File: src/rtl/rbn_pkg.sv
package rbn_pkg;
  localparam int unsigned DEF_ROWS     = 4;
  localparam int unsigned DEF_COLS     = 4;
  localparam int unsigned DEF_ADDR_W   = 24;
  localparam int unsigned DEF_LINK_CYC = 1;
  localparam int unsigned DEF_RTR_STG  = 3;
  localparam int unsigned DEF_BUS_STG  = 2;
  localparam int unsigned DEF_DEPTH    = DEF_LINK_CYC + DEF_RTR_STG + DEF_BUS_STG;

  // width of an index field that selects one of n items (at least one bit)
  function automatic int unsigned fieldW(input int unsigned n);
    return (n < 2) ? 1 : $clog2(n);
  endfunction

  // control-to-datapath strobes for the default geometry
  typedef struct packed {
    logic [DEF_ROWS-1:0][DEF_DEPTH-1:0] shift;
    logic [DEF_ROWS-1:0]                fire;
  } strobe_t;
endpackage

File: src/rtl/rbn_ctrl.sv
module rbn_ctrl #(
  parameter int unsigned ROWS  = rbn_pkg::DEF_ROWS,
  parameter int unsigned DEPTH = rbn_pkg::DEF_DEPTH,
  parameter type strobe_t = rbn_pkg::strobe_t
) (
  input  logic            clk,
  input  logic            rst_n,
  input  logic            reqValid,
  input  logic [ROWS-1:0] reqRowOh,
  input  logic [ROWS-1:0] rowHold,
  output logic            reqReady,
  output strobe_t         strobe
);
  logic [ROWS-1:0][DEPTH-1:0] stageVld;
  logic [ROWS-1:0][DEPTH-1:0] moveOut;
  logic [ROWS-1:0][DEPTH-1:0] stageFree;
  logic [ROWS-1:0][DEPTH-1:0] loadStg;
  logic [ROWS-1:0]            firstFree;

  // Walk each row from the bus end back to the link end.
  // A stage's content moves on when the stage ahead of it is free.
  always_comb begin
    logic down;
    moveOut   = '0;
    stageFree = '0;
    for (int r = 0; r < ROWS; r++) begin
      down = ~rowHold[r];
      for (int i = DEPTH - 1; i >= 0; i--) begin
        moveOut[r][i]   = stageVld[r][i] & down;
        stageFree[r][i] = ~stageVld[r][i] | down;
        down            = ~stageVld[r][i] | down;
      end
    end
  end

  for (genvar r = 0; r < ROWS; r++) begin : g_row
    assign firstFree[r]  = stageFree[r][0];
    assign loadStg[r][0] = reqValid & reqRowOh[r] & stageFree[r][0];
    for (genvar i = 1; i < DEPTH; i++) begin : g_stg
      assign loadStg[r][i] = stageVld[r][i-1] & stageFree[r][i];
    end
    assign strobe.fire[r] = moveOut[r][DEPTH-1];

    // a held request at the bus end stays put
    p_hold_keeps_r6: assert property (@(posedge clk) disable iff (!rst_n)
      (stageVld[r][DEPTH-1] && rowHold[r]) |=> stageVld[r][DEPTH-1]);

    // a full, held row never takes a new request
    p_full_stall_r7: assert property (@(posedge clk) disable iff (!rst_n)
      ((&stageVld[r]) && rowHold[r] && reqRowOh[r]) |-> !reqReady);
  end

  assign strobe.shift = loadStg;
  assign reqReady     = |(reqRowOh & firstFree);

  always_ff @(posedge clk) begin
    if (!rst_n) stageVld <= '0;
    else        stageVld <= (stageVld & ~moveOut) | loadStg;
  end

  // one accepted request enters at most one row
  p_one_row_r2: assert property (@(posedge clk) disable iff (!rst_n)
    $onehot0(reqRowOh));
endmodule

File: src/rtl/rbn_dpath.sv
module rbn_dpath #(
  parameter int unsigned ROWS   = rbn_pkg::DEF_ROWS,
  parameter int unsigned COLS   = rbn_pkg::DEF_COLS,
  parameter int unsigned ADDR_W = rbn_pkg::DEF_ADDR_W,
  parameter int unsigned DEPTH  = rbn_pkg::DEF_DEPTH,
  parameter int unsigned ROW_W  = rbn_pkg::fieldW(ROWS),
  parameter int unsigned COL_W  = rbn_pkg::fieldW(COLS),
  parameter type strobe_t = rbn_pkg::strobe_t
) (
  input  logic                   clk,
  input  logic                   rst_n,
  input  logic [ADDR_W-1:0]      reqAddr,
  input  strobe_t                strobe,
  output logic [ROWS-1:0]        reqRowOh,
  output logic [ROWS*COLS-1:0]   bankValid,
  output logic [ROWS*ADDR_W-1:0] bankAddr
);
  logic [ADDR_W-1:0] pipeAddr [ROWS][DEPTH];
  logic [ROW_W-1:0]  rowIdx;

  assign rowIdx = reqAddr[COL_W +: ROW_W];

  for (genvar r = 0; r < ROWS; r++) begin : g_row
    assign reqRowOh[r] = (rowIdx == ROW_W'(r));

    for (genvar i = 0; i < DEPTH; i++) begin : g_stg
      always_ff @(posedge clk) begin
        if (!rst_n)                pipeAddr[r][i] <= '0;
        else if (strobe.shift[r][i]) begin
          if (i == 0) pipeAddr[r][i] <= reqAddr;
          else        pipeAddr[r][i] <= pipeAddr[r][(i == 0) ? 0 : i-1];
        end
      end
    end

    assign bankAddr[r*ADDR_W +: ADDR_W] = pipeAddr[r][DEPTH-1];

    // per-bank position match on the row bus
    for (genvar c = 0; c < COLS; c++) begin : g_bank
      assign bankValid[r*COLS + c] = strobe.fire[r] &&
        (pipeAddr[r][DEPTH-1][COL_W-1:0] == COL_W'(c));
    end

    // at most one bank of a row answers a broadcast
    p_one_bank_r2: assert property (@(posedge clk) disable iff (!rst_n)
      $onehot0(bankValid[r*COLS +: COLS]));

    // the control only loads a row whose field matched
    p_row_steer_r2: assert property (@(posedge clk) disable iff (!rst_n)
      strobe.shift[r][0] |-> reqRowOh[r]);
  end
endmodule

File: src/rtl/row_bcast_net.sv
module row_bcast_net #(
  parameter int unsigned ROWS     = rbn_pkg::DEF_ROWS,
  parameter int unsigned COLS     = rbn_pkg::DEF_COLS,
  parameter int unsigned ADDR_W   = rbn_pkg::DEF_ADDR_W,
  parameter int unsigned LINK_CYC = rbn_pkg::DEF_LINK_CYC,
  parameter int unsigned RTR_STG  = rbn_pkg::DEF_RTR_STG,
  parameter int unsigned BUS_STG  = rbn_pkg::DEF_BUS_STG
) (
  input  logic                   clk,
  input  logic                   rst_n,
  input  logic                   reqValid,
  input  logic [ADDR_W-1:0]      reqAddr,
  output logic                   reqReady,
  input  logic [ROWS-1:0]        rowHold,
  output logic [ROWS*COLS-1:0]   bankValid,
  output logic [ROWS*ADDR_W-1:0] bankAddr
);
  localparam int unsigned DEPTH = LINK_CYC + RTR_STG + BUS_STG;
  localparam int unsigned ROW_W = rbn_pkg::fieldW(ROWS);
  localparam int unsigned COL_W = rbn_pkg::fieldW(COLS);

  typedef struct packed {
    logic [ROWS-1:0][DEPTH-1:0] shift;
    logic [ROWS-1:0]            fire;
  } netStrobe_t;

  netStrobe_t      strobe;
  logic [ROWS-1:0] reqRowOh;

  rbn_ctrl #(.ROWS(ROWS), .DEPTH(DEPTH), .strobe_t(netStrobe_t)) u_ctrl (
    .clk(clk), .rst_n(rst_n), .reqValid(reqValid), .reqRowOh(reqRowOh),
    .rowHold(rowHold), .reqReady(reqReady), .strobe(strobe));

  rbn_dpath #(.ROWS(ROWS), .COLS(COLS), .ADDR_W(ADDR_W), .DEPTH(DEPTH),
              .ROW_W(ROW_W), .COL_W(COL_W), .strobe_t(netStrobe_t)) u_dpath (
    .clk(clk), .rst_n(rst_n), .reqAddr(reqAddr), .strobe(strobe),
    .reqRowOh(reqRowOh), .bankValid(bankValid), .bankAddr(bankAddr));

  for (genvar r = 0; r < ROWS; r++) begin : g_chk
    // a held row shows no valid bank
    p_hold_quiet_r6: assert property (@(posedge clk) disable iff (!rst_n)
      rowHold[r] |-> (bankValid[r*COLS +: COLS] == '0));
  end
endmodule

File: config.mk
export PLATFORM = sky130hd
export DESIGN_NAME = row_bcast_net
export DESIGN_NICKNAME = d
export VERILOG_FILES = /design/src/rtl/rbn_pkg.sv /design/src/rtl/rbn_ctrl.sv /design/src/rtl/rbn_dpath.sv /design/src/rtl/row_bcast_net.sv
export SDC_FILE = /design/constraint.sdc
export NUM_CORES = 1
export LEC_CHECK = 0
export ABC_AREA = 1
export CORE_ASPECT_RATIO = 0.7
export CORE_MARGIN = 2
export CORE_UTILIZATION = 55
export DETAILED_ROUTE_END_ITERATION = 8
export DONT_BUFFER_PORTS = 1
export PLACE_DENSITY_LB_ADDON = 0.3
export SLEW_MARGIN = 20
export SYNTH_ARGS = -nofsm -noshare
export SYNTH_HDL_FRONTEND = slang
export SYNTH_SLANG_ARGS = --single-unit
export TNS_END_PERCENT = 5
File: constraint.sdc
create_clock -name clk -period 2.57 [get_ports clk]
set_input_delay 0 -clock clk [delete_from_list [all_inputs] [get_ports clk]]
set_output_delay 0 -clock clk [all_outputs]
set_load 0.02 [all_outputs]
==> key figures, run 1 <==
Detailed routing
  – Drc violations: 0
  – Vias post-DR: 12100
  – Final antenna-violating net count: 0
  – First DRT Iteration DRCs: 1157
  – Average detailed-routed wire length per instance: 14.1 um
  – Overall routed net length: between 30000 and 40000 um
  – DRT Pass-1 Iters: 7
  – Post-DR vias/cell: between 4 and 5

Logic synthesis
  – Syn. warnings: 0
  – Share of synthesized area occupied by flip-flops and latches: 0.745
  – Netlist area before placement: 0.0239 mm^2
  – Post-synthesis cell type with the largest combined area: sky130_fd_sc_hd__edfxtp_1
  – Instance count of the mapped netlist: 2019
  – Yosys top cell area share: 0.725
  – Number of flip-flops and latches in the synthesized netlist: 600
  – Avg Inst Size Synth: roughly 12 um^2
  – Cell types with the largest area share after synthesis: sky130_fd_sc_hd__edfxtp_1 (72%), sky130_fd_sc_hd__nor2_1 (9.1%), sky130_fd_sc_hd__inv_1 (8.6%)
  – Distinct cells, synth: 21

Power and ir drop
  – Net switching fraction of the power: 0.208
  – Clock power share: 0.393
  – Total power density per cell area: 759 mW/mm^2
  – Combinational Power Share: 0.028
  – Part of the power in registers: 0.579
  – Sum of internal, switching and leakage power: 19.5 mW
  – Power Internal: 15.5 mW
  – Lkg Pwr: 10.4 nW
  – Switch Pwr: between 4 and 5 mW
  – Maximum resistive drop on vdd: between 0.5 and 0.6 mV

GRT
  – Most congested layer reported by global routing: met2
  – Number of global-route vias before repair: 11800
  – GR Util met1: 0.243
  – Maximum number of pins on one net before global-route repair: 30
  – First-pass GRT wire length: 59100 um
  – Met3 usage: 0.0358
  – Overall fraction of global-route tracks in use: 0.167
  – GR met2 Demand/Resource: 0.252
  – GR Overflow Total: 0
  – Number of antenna violations at the first check in global routing: 0

Place
  – Weighted congestion reported at the end of routability-driven placement: 0.773
  – Number of port buffers: 0
  – Worst slack at placement: 0.609 ns
  – HPWL after detailed placement: 23100 um
  – Placed instance count: 2439

Critical path
  – Register-to-register path setup slack: between 0.6 and 0.7 ns
  – Cells on worst reg2reg path: 5
  – Arrival time at the worst endpoint: 2.10 ns
  – Start point of the critical path: u_ctrl.stageVld[10]
  – Worst flop-to-flop path startpoint: u_ctrl.stageVld[10]
  – Worst Path Buf+Inv: 1
  – Crit. End Element: primary output
  – Peak fanout along the critical path: 4
  – Endpoint of the worst-slack reg-to-reg timing path: u_dpath.pipeAddr[1][127]
  – Startpoint Class: register
  – Worst path cell trace: nand3_2, nor2_1, nand4_1, nand2_1, nand2_1, inv_1, nand2_1
  – Worst-path cell with the longest stage delay: sky130_fd_sc_hd__dfxtp_1
  – CP delay by family, top: simple AND/OR/NAND/NOR gates
  – Required time of the worst setup path: around 2.6 ns
  – Most used cell, CP: sky130_fd_sc_hd__nand2_1
  – Delay of the slowest cell on the worst path: 0.40 ns
  – Critical path start-end classification: register to primary output

STA
  – Setup Viol. Count Final: 0
  – Relative slew margins: 0.324
  – Unrepaired setup endpoints after global routing: no
  – Highest attainable clock frequency: approximately 0.48 GHz
  – Final hold slack: 0.0104 ns
  – Pins Over Slew Limit: 0
  – Period Utilization, post-route: 0.818
  – Final Hold Fails: 0
  – Final WS setup: 0.468 ns
  – Actual transition at the worst max-transition pin: 1.01 ns
  – Worst Skew: 0.0232 ns
  – Final min period: between 2 and 2.5 ns

CTS
  – Post-cts repair resize count: 0
  – Worst-case clock buffer depth: 3
  – TritonCTS Sinks: 600
  – H-tree depth: 2
  – Worst-path clk slew: 0.06 ns
  – TritonCTS clock tree: yes
  – Clock latency of the later-clocked register in the worst-skew pair: 0.59 ns
  – Clk root buf: sky130_fd_sc_hd__clkbuf_16
  – Total CTS buffers: 56

Flow run
  – Max Cap Violations: 0

Final layout
  – # fillers: about 3300
  – Multi-input logic area: 0.00301 mm^2
  – Core utilization of the finished layout: 0.604
  – Final-stage net count: 2010
  – Fraction of final layout cells with drive strength greater than 1: 0.0667
  – Synthesis-to-finish area growth: 7.73%
  – Layout Cells excl Fill: about 2600
  – Storage cell area: 0.0178 mm^2

Hold path
  – Hold Path End: u_dpath.pipeAddr[1][121]
  – HP Class: primary input to register
  – Source of the worst hold timing path: rst_n
  – Worst hold path depth: 2

Die
  – Core area: 0.0426 mm^2
  – Horizontal extent of the die: 253 um
  – Die H: around 180 um
  – Top-Level Pins: about 140
  – Die area: 0.0451 mm^2
  – Effective utilization at floorplan: 0.561
  – Site Rows: 63

Outcome
  – Outcome: complete, no violations
[placed cells by master, fill, tap and decap left out]
master	instances
sky130_fd_sc_hd__nor3_1	16
sky130_fd_sc_hd__nand3_1	12
sky130_fd_sc_hd__nand2_1	48
sky130_fd_sc_hd__o21ai_2	7
sky130_fd_sc_hd__clkbuf_16	57
sky130_fd_sc_hd__inv_6	2
sky130_fd_sc_hd__o21ai_4	4
sky130_fd_sc_hd__clkbuf_1	12
sky130_fd_sc_hd__nand3_2	16
sky130_fd_sc_hd__clkinv_1	11
sky130_fd_sc_hd__nand2_2	3
sky130_fd_sc_hd__a21oi_1	23
sky130_fd_sc_hd__nand3_4	2
sky130_fd_sc_hd__dlygate4sd3_1	33
sky130_fd_sc_hd__edfxtp_1	576
sky130_fd_sc_hd__buf_12	1
sky130_fd_sc_hd__clkinvlp_4	4
sky130_fd_sc_hd__clkinv_2	12
sky130_fd_sc_hd__buf_4	16
sky130_fd_sc_hd__inv_2	2
sky130_fd_sc_hd__clkbuf_8	6
sky130_fd_sc_hd__nor2_2	3
sky130_fd_sc_hd__nand4_1	5
sky130_fd_sc_hd__diode_2	1
sky130_fd_sc_hd__inv_1	547
sky130_fd_sc_hd__dfxtp_1	24
sky130_fd_sc_hd__conb_1	4
sky130_fd_sc_hd__nor2_1	579
[how the worst max path moves through the flow]
stage | cells after the start | to | slack [ns]
3_5_place_dp | 5 | u_dpath.pipeAddr[0][92] | 0.61
5_1_grt | 7 | reqReady | 0.26
2_1_floorplan | 5 | u_dpath.pipeAddr[2][72] | -0.19
4_1_cts | 7 | reqReady | 0.45
3_3_place_gp | 5 | u_dpath.pipeAddr[2][81] | 0.70
6_report | 7 | reqReady | 0.47
[per-stage QoR]
step | area (um^2) | setup TNS, ns
3_5_place_dp | 23600 | 0
6_report | 25700 | 0
4_1_cts | 25700 | 0
2_1_floorplan | 23900 | -23.27
5_1_grt | 25700 | 0
3_3_place_gp | 23600 | 0
[layout make-up]
type | count | share of cell area
Clock inverter | 29 | 0.00579
Inverter | 549 | 0.0801
Clock buffer | 75 | 0.0604
Sequential cell | 600 | 0.691
Tap cell | 552 | 0.0269
Multi-Input combinational cell | 722 | 0.117
Antenna cell | 1 | 0.0000973
Timing Repair Buffer | 50 | 0.0183
[kinds of logic after synthesis]
kind of cell | synth area share
flops | 0.745
simple gates | 0.116
buf+inv | 0.133
other cells | 0.000157
compound gates | 0.00713
[cells in the mapped netlist]
library cell,number
sky130_fd_sc_hd__nor2_1,579
sky130_fd_sc_hd__edfxtp_1,576
sky130_fd_sc_hd__inv_1,547
sky130_fd_sc_hd__buf_4,108
sky130_fd_sc_hd__nand2_1,48
sky130_fd_sc_hd__dfxtp_1,24
sky130_fd_sc_hd__a21oi_1,23
sky130_fd_sc_hd__buf_2,21
sky130_fd_sc_hd__nand3_2,16
sky130_fd_sc_hd__nor3_1,16
sky130_fd_sc_hd__buf_6,14
sky130_fd_sc_hd__nand3_1,12
sky130_fd_sc_hd__o21ai_0,11
sky130_fd_sc_hd__clkbuf_1,7
sky130_fd_sc_hd__nand4_1,5
sky130_fd_sc_hd__nand2_2,3
sky130_fd_sc_hd__nor2_2,3
sky130_fd_sc_hd__inv_2,2
sky130_fd_sc_hd__nand3_4,2
sky130_fd_sc_hd__buf_1,1
sky130_fd_sc_hd__conb_1,1
[power by group through the flow]
stage / Combinational, mW / Sequential, mW / Clock [mW]
after floorplan: 0.506 / 11.4 / 0
after global placement: 0.479 / 11.5 / 0
after detailed placement: 0.491 / 11.5 / 0
after CTS: 0.556 / 11.3 / 7.83
after global routing: 0.627 / 11.3 / 8.23
final: 0.554 / 11.3 / 7.67
[registers in the layout (all words and copies together), names as in the netlist]
signal            cells
u_dpath.pipeAddr    576
u_ctrl.stageVld      24
[timing repair]
| item | CTS | global route |
|---|---|---|
| hold buffers | 34 | 0 |
| setup buffers | 0 | 0 |
| hold endpoints to repair | 733 | 0 |
[routing by layer]
metal,routed length (um),vias up
li1,-,6031
met1,17200,5764
met2,16300,271
met3,2050,73
met4,833,2
met5,82,-
No activity file was read; power rests on OpenSTA's default activity.
==> inputs of run 2 (changes only) <==
--- a/config.mk
+++ b/config.mk
@@ -5,7 +5,7 @@
 export SDC_FILE = /design/constraint.sdc
 export NUM_CORES = 1
 export LEC_CHECK = 0
-export ABC_AREA = 1
+export ABC_AREA = 0
 export CORE_ASPECT_RATIO = 0.7
 export CORE_MARGIN = 2
 export CORE_UTILIZATION = 55
==> constraint.sdc (replaced) <==
create_clock -name clk -period 1.7 [get_ports clk]
set_input_delay 0 -clock clk [delete_from_list [all_inputs] [get_ports clk]]
set_output_delay 0 -clock clk [all_outputs]
set_load 0.02 [all_outputs]
==> key figures, run 2 <==
Detailed routing
  – Average detailed-routed wire length per instance: 17.8 um (+26%)
  – Post-DR vias/cell: 5.10 (+8.3%)
  – Drc violations: 0 (unchanged)
  – Overall routed net length: 37400 um (+2.6%)
  – DRT Pass-1 Iters: 5 (-2)
  – Final antenna-violating net count: 0 (unchanged)
  – Vias post-DR: 10700 (-12%)
  – First DRT Iteration DRCs: 924 (-20%)

Critical path
  – Peak fanout along the critical path: 5 (+1)
  – Critical path start-end classification: register to primary output
  – Required time of the worst setup path: 1.70 ns (-0.87 ns)
  – Startpoint Class: register
  – Crit. End Element: primary output
  – Arrival time at the worst endpoint: 1.93 ns (-0.17 ns)

Place
  – Weighted congestion reported at the end of routability-driven placement: 0.751 (-2.8%)
  – Worst slack at placement: -0.232 ns (-0.841 ns)
  – Placed instance count: 1947 (-20%)
  – HPWL after detailed placement: 23200 um (+0.51%)
  – Number of port buffers: 0 (unchanged)

STA
  – Actual transition at the worst max-transition pin: 1.08 ns (+0.0688 ns)
  – Final Hold Fails: 0 (unchanged)
  – Unrepaired setup endpoints after global routing: yes
  – Worst Skew: 0.0266 ns (+0.00345 ns)
  – Final WS setup: -0.232 ns (-0.700 ns)
  – Pins Over Slew Limit: 0 (unchanged)
  – Highest attainable clock frequency: 0.518 GHz
  – Relative slew margins: 0.277 (-0.0475)
  – Setup TNS after final layout: -1.16 ns (-1.16 ns)
  – Final min period: 1.93 ns
  – Setup Viol. Count Final: 26 (+26)
  – Period Utilization, post-route: 1.14

Die
  – Die H: 176 um (-1.1%)
  – Effective utilization at floorplan: 0.555 (-0.00618)
  – Die area: 0.0441 mm^2 (-2.2%)
  – Core area: 0.0421 mm^2 (-1.1%)
  – Site Rows: 63 (unchanged)
  – Horizontal extent of the die: 250 um (-1.1%)
  – Top-Level Pins: 144 (unchanged)

CTS
  – Clk root buf: sky130_fd_sc_hd__clkbuf_16
  – TritonCTS clock tree: yes
  – Worst-path clk slew: 0.06 ns (about the same)
  – H-tree depth: 2 (unchanged)
  – TritonCTS Sinks: 600 (unchanged)
  – Total CTS buffers: 54 (-3.6%)
  – Clock latency of the later-clocked register in the worst-skew pair: 0.59 ns (about the same)
  – Worst-case clock buffer depth: 3 (unchanged)

Logic synthesis
  – Most used flip-flop cell after synthesis: sky130_fd_sc_hd__edfxtp_1
  – Post-synthesis cell type with the largest combined area: sky130_fd_sc_hd__edfxtp_1
  – Share of synthesized area occupied by flip-flops and latches: 0.761 (+0.0168)
  – Cell types with the largest area share after synthesis: sky130_fd_sc_hd__edfxtp_1 (74%), sky130_fd_sc_hd__and2_1 (13%), sky130_fd_sc_hd__buf_4 (3.2%)
  – Distinct cells, synth: 39 (+86%)
  – Top cells by instance count after synthesis: sky130_fd_sc_hd__edfxtp_1 (576), sky130_fd_sc_hd__and2_1 (472), sky130_fd_sc_hd__and3_1 (109), sky130_fd_sc_hd__buf_4 (98), sky130_fd_sc_hd__clkbuf_1 (46)
  – Avg Inst Size Synth: 15.6 um^2 (+32%)
  – Number of flip-flops and latches in the synthesized netlist: 600 (unchanged)
  – Yosys top cell area share: 0.741 (+0.0163)
  – Instance count of the mapped netlist: 1497 (-26%)
  – Top-count cell post-synth: sky130_fd_sc_hd__edfxtp_1
  – Syn. warnings: 0 (unchanged)
  – Netlist area before placement: 0.0233 mm^2 (-2.2%)
  – EDFF count, synth: 576 (unchanged)
  – Async S/R FF share, synth: 0 (unchanged)

Final layout
  – Commonest cells after routing, fill and taps aside: sky130_fd_sc_hd__edfxtp_1 (576), sky130_fd_sc_hd__and2_1 (472), sky130_fd_sc_hd__and3_1 (105), sky130_fd_sc_hd__clkbuf_16 (55), sky130_fd_sc_hd__buf_4 (48)
  – Top register by number of flip-flops: u_dpath.pipeAddr
  – Synthesis-to-finish area growth: 11.7%
  – Layout Cells excl Fill: 2102 (-18%)
  – Registers with the most flip-flops: u_dpath.pipeAddr: 576 flops, u_ctrl.stageVld: 24 flops
  – Most common cell after layout, fill and taps aside: sky130_fd_sc_hd__edfxtp_1
  – # fillers: 3034 (-8.3%)
  – Fraction of final layout cells with drive strength greater than 1: 0.130 (+0.0633)
  – Final-stage net count: 1533 (-24%)
  – Number of flip-flops under the largest register name: 576 (unchanged)

GRT
  – Maximum number of pins on one net before global-route repair: 29 (-3.3%)
  – Overall fraction of global-route tracks in use: 0.173 (+0.00665)
  – Number of global-route vias before repair: 10800 (-8.4%)
  – GR Overflow Total: 0 (unchanged)
  – Number of antenna violations at the first check in global routing: 12 (+12)
  – First-pass GRT wire length: 59300 um (+0.33%)

Power and ir drop
  – Lkg Pwr: 9.92 nW (-4.5%)
  – Total power density per cell area: 1140 mW/mm^2 (+50%)
  – Maximum resistive drop on vdd: 0.775 mV (+37%)

Hold path
  – HP Class: primary input to register

Flow run
  – Max Cap Violations: 0 (unchanged)

Outcome
  – Outcome: finished, violations left
  – Failing checks: negative setup slack
run 2: metrics by stage:
| step | area (um^2) | utilization | power (mW) | hold WS, ns |
|---|---|---|---|---|
| 6_report | 26100 | 0.620 | 29.7 | 0.00343 |
| 2_1_floorplan | 23400 | - | 17.8 | 0.141 |
| 3_5_place_dp | 23700 | 0.562 | 18.0 | 0.151 |
| 4_1_cts | 26000 | 0.617 | 29.9 | 0.00958 |
| 3_3_place_gp | 23700 | 0.562 | 17.9 | 0.143 |
| 5_1_grt | 26100 | 0.620 | 30.7 | 0.00852 |
run 2: what timing repair did:
action	4_1_cts	5_1_grt
endpoints found under the setup margin	150	236
pin swaps	19	28
setup buffers	5	2
hold buffers	42	2
hold endpoints to repair	572	11
resized for setup	33	20
run 2: layout make-up:
cell class | count | area [um^2] | area share
Inverter | 12 | 45.0 | 0.00173
Timing Repair Buffer | 111 | 1140 | 0.0438
Antenna cell | 4 | 10.0 | 0.000384
Clock buffer | 67 | 1450 | 0.0556
Clock inverter | 33 | 285 | 0.0109
Sequential cell | 600 | 17800 | 0.682
Tap cell | 552 | 691 | 0.0265
Multi-Input combinational cell | 723 | 4660 | 0.179
run 2: power breakdown:
part           total (mW)  switching (mW)  internal, mW
registers            17.1           0.280          16.8
clock network        11.9            5.06          6.80
logic               0.721           0.494         0.228
total                29.7            5.84          23.8
run 2: kinds of logic (layout without fill, tap and decap cells):
family / count (synthesis) / after routing / share of synthesized area
DFF: 600 / 600 / 0.761
other: 1 / 8 / 0.000161
and+or+nand+nor: 671 / 671 / 0.179
buffers and inverters: 177 / 223 / 0.0452
AOI/OAI and AO/OA: 47 / 47 / 0.0134
muxes: 1 / 1 / 0.000965
run 2: final timing paths:
check                 startpoint                       end  slack, ns  cells after the start
max           u_ctrl.stageVld[3]                  reqReady      -0.23                      3
min                        rst_n   u_dpath.pipeAddr[2][72]      0.003                      2
max reg2reg  u_ctrl.stageVld[15]  u_dpath.pipeAddr[2][138]      -0.06                      5
min reg2reg  u_ctrl.stageVld[21]       u_ctrl.stageVld[22]       0.50                      2
run 2: critical path: stages, from the launching register on:
cell and delay [ns]:
sky130_fd_sc_hd__dfxtp_4 0.38, sky130_fd_sc_hd__nand4_4 0.16, sky130_fd_sc_hd__or2_1 0.26, sky130_fd_sc_hd__mux4_2 0.57
run 2: metal layers:
| metal | share of wire | global-route usage | up-vias | routed length (um) |
|---|---|---|---|---|
| met5 | 0.0011 | 0 | - | 43 |
| met4 | 0.036 | 0.0631 | 6 | 1340 |
| met3 | 0.060 | 0.0385 | 94 | 2260 |
| met2 | 0.46 | 0.273 | 272 | 17200 |
| met1 | 0.44 | 0.240 | 5145 | 16600 |
| li1 | - | - | 5207 | - |
==> inputs of run 3 (changes only) <==
--- a/config.mk
+++ b/config.mk
@@ -6,12 +6,13 @@
 export NUM_CORES = 1
 export LEC_CHECK = 0
 export ABC_AREA = 0
+export BUFFER_PORTS_ARGS = -buffer_cell sky130_fd_sc_hd__buf_2
 export CORE_ASPECT_RATIO = 0.7
 export CORE_MARGIN = 2
-export CORE_UTILIZATION = 55
+export CORE_UTILIZATION = 54
 export DETAILED_ROUTE_END_ITERATION = 8
-export DONT_BUFFER_PORTS = 1
 export PLACE_DENSITY_LB_ADDON = 0.3
+export SETUP_SLACK_MARGIN = 0.3
 export SLEW_MARGIN = 20
 export SYNTH_ARGS = -nofsm -noshare
 export SYNTH_HDL_FRONTEND = slang
==> key figures, run 3 (synthesis results as in run 2) <==
Die
  – Top-Level Pins: 144 (unchanged)
  – Horizontal extent of the die: 253 um (+0.91%)
  – Core area: 0.0425 mm^2 (+0.94%)
  – Die H: 178 um (+0.90%)
  – Effective utilization at floorplan: 0.550 (-0.00515)
  – Die area: 0.0449 mm^2 (+1.8%)
  – Site Rows: 63 (unchanged)

STA
  – Unrepaired setup endpoints after global routing: yes
  – Final Hold Fails: 0 (unchanged)
  – Worst Skew: 0.0224 ns (-0.00418 ns)
  – Actual transition at the worst max-transition pin: 0.600 ns (-0.481 ns)
  – Final min period: 2.05 ns (+0.114 ns)
  – Final WS setup: -0.347 ns (-0.114 ns)
  – Period Utilization, post-route: 1.20 (+0.0672)
  – Highest attainable clock frequency: 0.489 GHz (-5.6%)
  – Setup Viol. Count Final: 1 (-96%)
  – Pins Over Slew Limit: 0 (unchanged)
  – Relative slew margins: 0.600 (+0.323)

CTS
  – Clock latency of the later-clocked register in the worst-skew pair: 0.59 ns (about the same)
  – H-tree depth: 2 (unchanged)
  – Worst-case clock buffer depth: 3 (unchanged)
  – Clk root buf: sky130_fd_sc_hd__clkbuf_16
  – TritonCTS clock tree: yes
  – Total CTS buffers: 54 (unchanged)
  – Worst-path clk slew: 0.06 ns (about the same)
  – TritonCTS Sinks: 600 (unchanged)

Critical path
  – Worst Path Buf+Inv: 2 (+2)
  – Delay of the slowest cell on the worst path: 0.52 ns (-0.05 ns)
  – Required time of the worst setup path: 1.70 ns (about the same)
  – Worst path cell trace: and3_4, buf_4, nand2_2, mux4_2, buf_6
  – Startpoint Class: register
  – Critical path start-end classification: register to primary output
  – Arrival time at the worst endpoint: 2.05 ns (+0.12 ns)
  – CP delay by family, top: multiplexers
  – Crit. End Element: primary output
  – Worst-path cell with the longest stage delay: sky130_fd_sc_hd__mux4_2
  – Peak fanout along the critical path: 2 (-3)

Place
  – Worst slack at placement: -0.248 ns (-0.0160 ns)
  – Placed Instance Area: 0.0243 mm^2 (+2.8%)
  – Number of port buffers: 143 (+143)
  – Weighted congestion reported at the end of routability-driven placement: 0.806 (+7.3%)
  – HPWL after detailed placement: 23500 um (+1.0%)

Final layout
  – Synthesis-to-finish area growth: 16.8%
  – Top register by number of flip-flops: u_dpath.pipeAddr
  – Antenna diode instance count: 0 (-4)
  – Most common cell after layout, fill and taps aside: sky130_fd_sc_hd__edfxtp_1
  – Number of flip-flops under the largest register name: 576 (unchanged)
  – Post-route cell area: 0.0273 mm^2 (+4.5%)
  – Final-stage net count: 1661 (+8.3%)
  – Commonest cells after routing, fill and taps aside: sky130_fd_sc_hd__edfxtp_1 (576), sky130_fd_sc_hd__and2_1 (412), sky130_fd_sc_hd__buf_2 (130), sky130_fd_sc_hd__and3_1 (72), sky130_fd_sc_hd__and2_4 (60)
  – Fraction of final layout cells with drive strength greater than 1: 0.271 (+0.141)
  – Registers with the most flip-flops: u_dpath.pipeAddr: 576 flops, u_ctrl.stageVld: 24 flops

Detailed routing
  – DRT Pass-1 Iters: 5 (unchanged)
  – Overall routed net length: 38600 um (+3.0%)
  – Average detailed-routed wire length per instance: 17.3 um (-2.7%)
  – First DRT Iteration DRCs: 1057 (+14%)
  – Final antenna-violating net count: 0 (unchanged)
  – Vias post-DR: 11300 (+5.4%)
  – Post-DR vias/cell: 5.08 (-0.49%)
  – Drc violations: 0 (unchanged)

GRT
  – Overall fraction of global-route tracks in use: 0.173 (-0.000270)
  – First-pass GRT wire length: 59700 um (+0.72%)
  – GR Overflow Total: 0 (unchanged)
  – Maximum number of pins on one net before global-route repair: 34 (+17%)
  – Number of global-route vias before repair: 11100 (+2.3%)
  – Number of antenna violations at the first check in global routing: 2 (-10)

Hold path
  – HP Class: primary input to register

Power and ir drop
  – Maximum resistive drop on vdd: 0.820 mV (+5.8%)
  – Total power density per cell area: 1100 mW/mm^2 (-3.5%)
  – Lkg Pwr: 10.6 nW (+6.4%)

Outcome
  – Failing checks: negative setup slack
  – Outcome: finished, violations left

Flow run
  – Max Cap Violations: 0 (unchanged)
-- run 3: changes by cell type in the layout (fill, tap and decap cells not counted), sizes merged --
cell          before  now
bufinv             5    6
clkbuf            67   72
clkinv            24   18
dlygate4sd3       42   31
buf               67  207
dlymetal6s4s       2    0
diode              4    0
nor3               3    4
-- run 3: where the power goes --
part | switching, mW | total, mW | internal (mW)
Sequential | 0.169 | 17.0 | 16.8
Clock | 5.12 | 11.9 | 6.83
Combinational | 0.680 | 1.01 | 0.328
Total | 5.96 | 29.9 | 24.0
-- run 3: layout make-up --
type,count,area (um^2)
well taps,552,691
flip-flops and latches,600,17800
repair buffers,238,1840
fillers,2911,15200
clock buffers,72,1430
clock inverters,28,305
multi-input cells,724,5130
inverters,12,48.8
-- run 3: routing by layer --
| metal | GRT usage | routed length (um) | share of wire | vias up |
|---|---|---|---|---|
| met5 | 0 | 0 | 0 | - |
| met4 | 0.0619 | 1060 | 0.028 | 0 |
| met3 | 0.0414 | 2750 | 0.071 | 66 |
| met2 | 0.270 | 17700 | 0.46 | 318 |
| met1 | 0.241 | 17100 | 0.44 | 5440 |
| li1 | - | - | - | 5477 |
-- run 3: worst reg2reg max path, stage by stage, from the launching register on --
cell and delay (ns):
sky130_fd_sc_hd__dfxtp_2 0.34, sky130_fd_sc_hd__and4_4 0.27, sky130_fd_sc_hd__buf_8 0.13, sky130_fd_sc_hd__buf_4 0.18, sky130_fd_sc_hd__nand3_2 0.11, sky130_fd_sc_hd__buf_6 0.17, sky130_fd_sc_hd__and3_1 0.18
-- run 3: path summary, 6_finish.rpt --
path	from	to	slack, ns	cells after the start
max reg2reg	u_ctrl.stageVld[15]	u_dpath.pipeAddr[2][115]	0.07	6
max	u_ctrl.stageVld[7]	reqReady	-0.35	5
min reg2reg	u_ctrl.stageVld[21]	u_ctrl.stageVld[22]	0.50	2
min	reqValid	u_ctrl.stageVld[18]	0.03	4
-- run 3: stage by stage --
| step | std cells | hold WS (ns) | util | power [mW] | setup TNS [ns] |
|---|---|---|---|---|---|
| after floorplan | 1500 | 0.141 | - | 17.8 | 0 |
| after global placement | 2078 | 0.299 | 0.573 | 18.2 | -6.36 |
| after detailed placement | 2078 | 0.317 | 0.573 | 18.2 | -10.21 |
| after CTS | 2222 | 0.00108 | 0.635 | 30.1 | -6.54 |
| after global routing | 2226 | 0.0360 | 0.642 | 30.8 | -0.450 |
| final | 2226 | 0.0344 | 0.642 | 29.9 | -0.347 |
-- run 3: what timing repair did --
action / CTS / global route
setup endpoints to repair: 806 / 918
pin swaps: 99 / 122
gates cloned: 1 / 0
endpoints found under the hold margin: 105 / 0
buffers inserted: 12 / 3
hold buffers: 31 / 0
resized for setup: 140 / 83
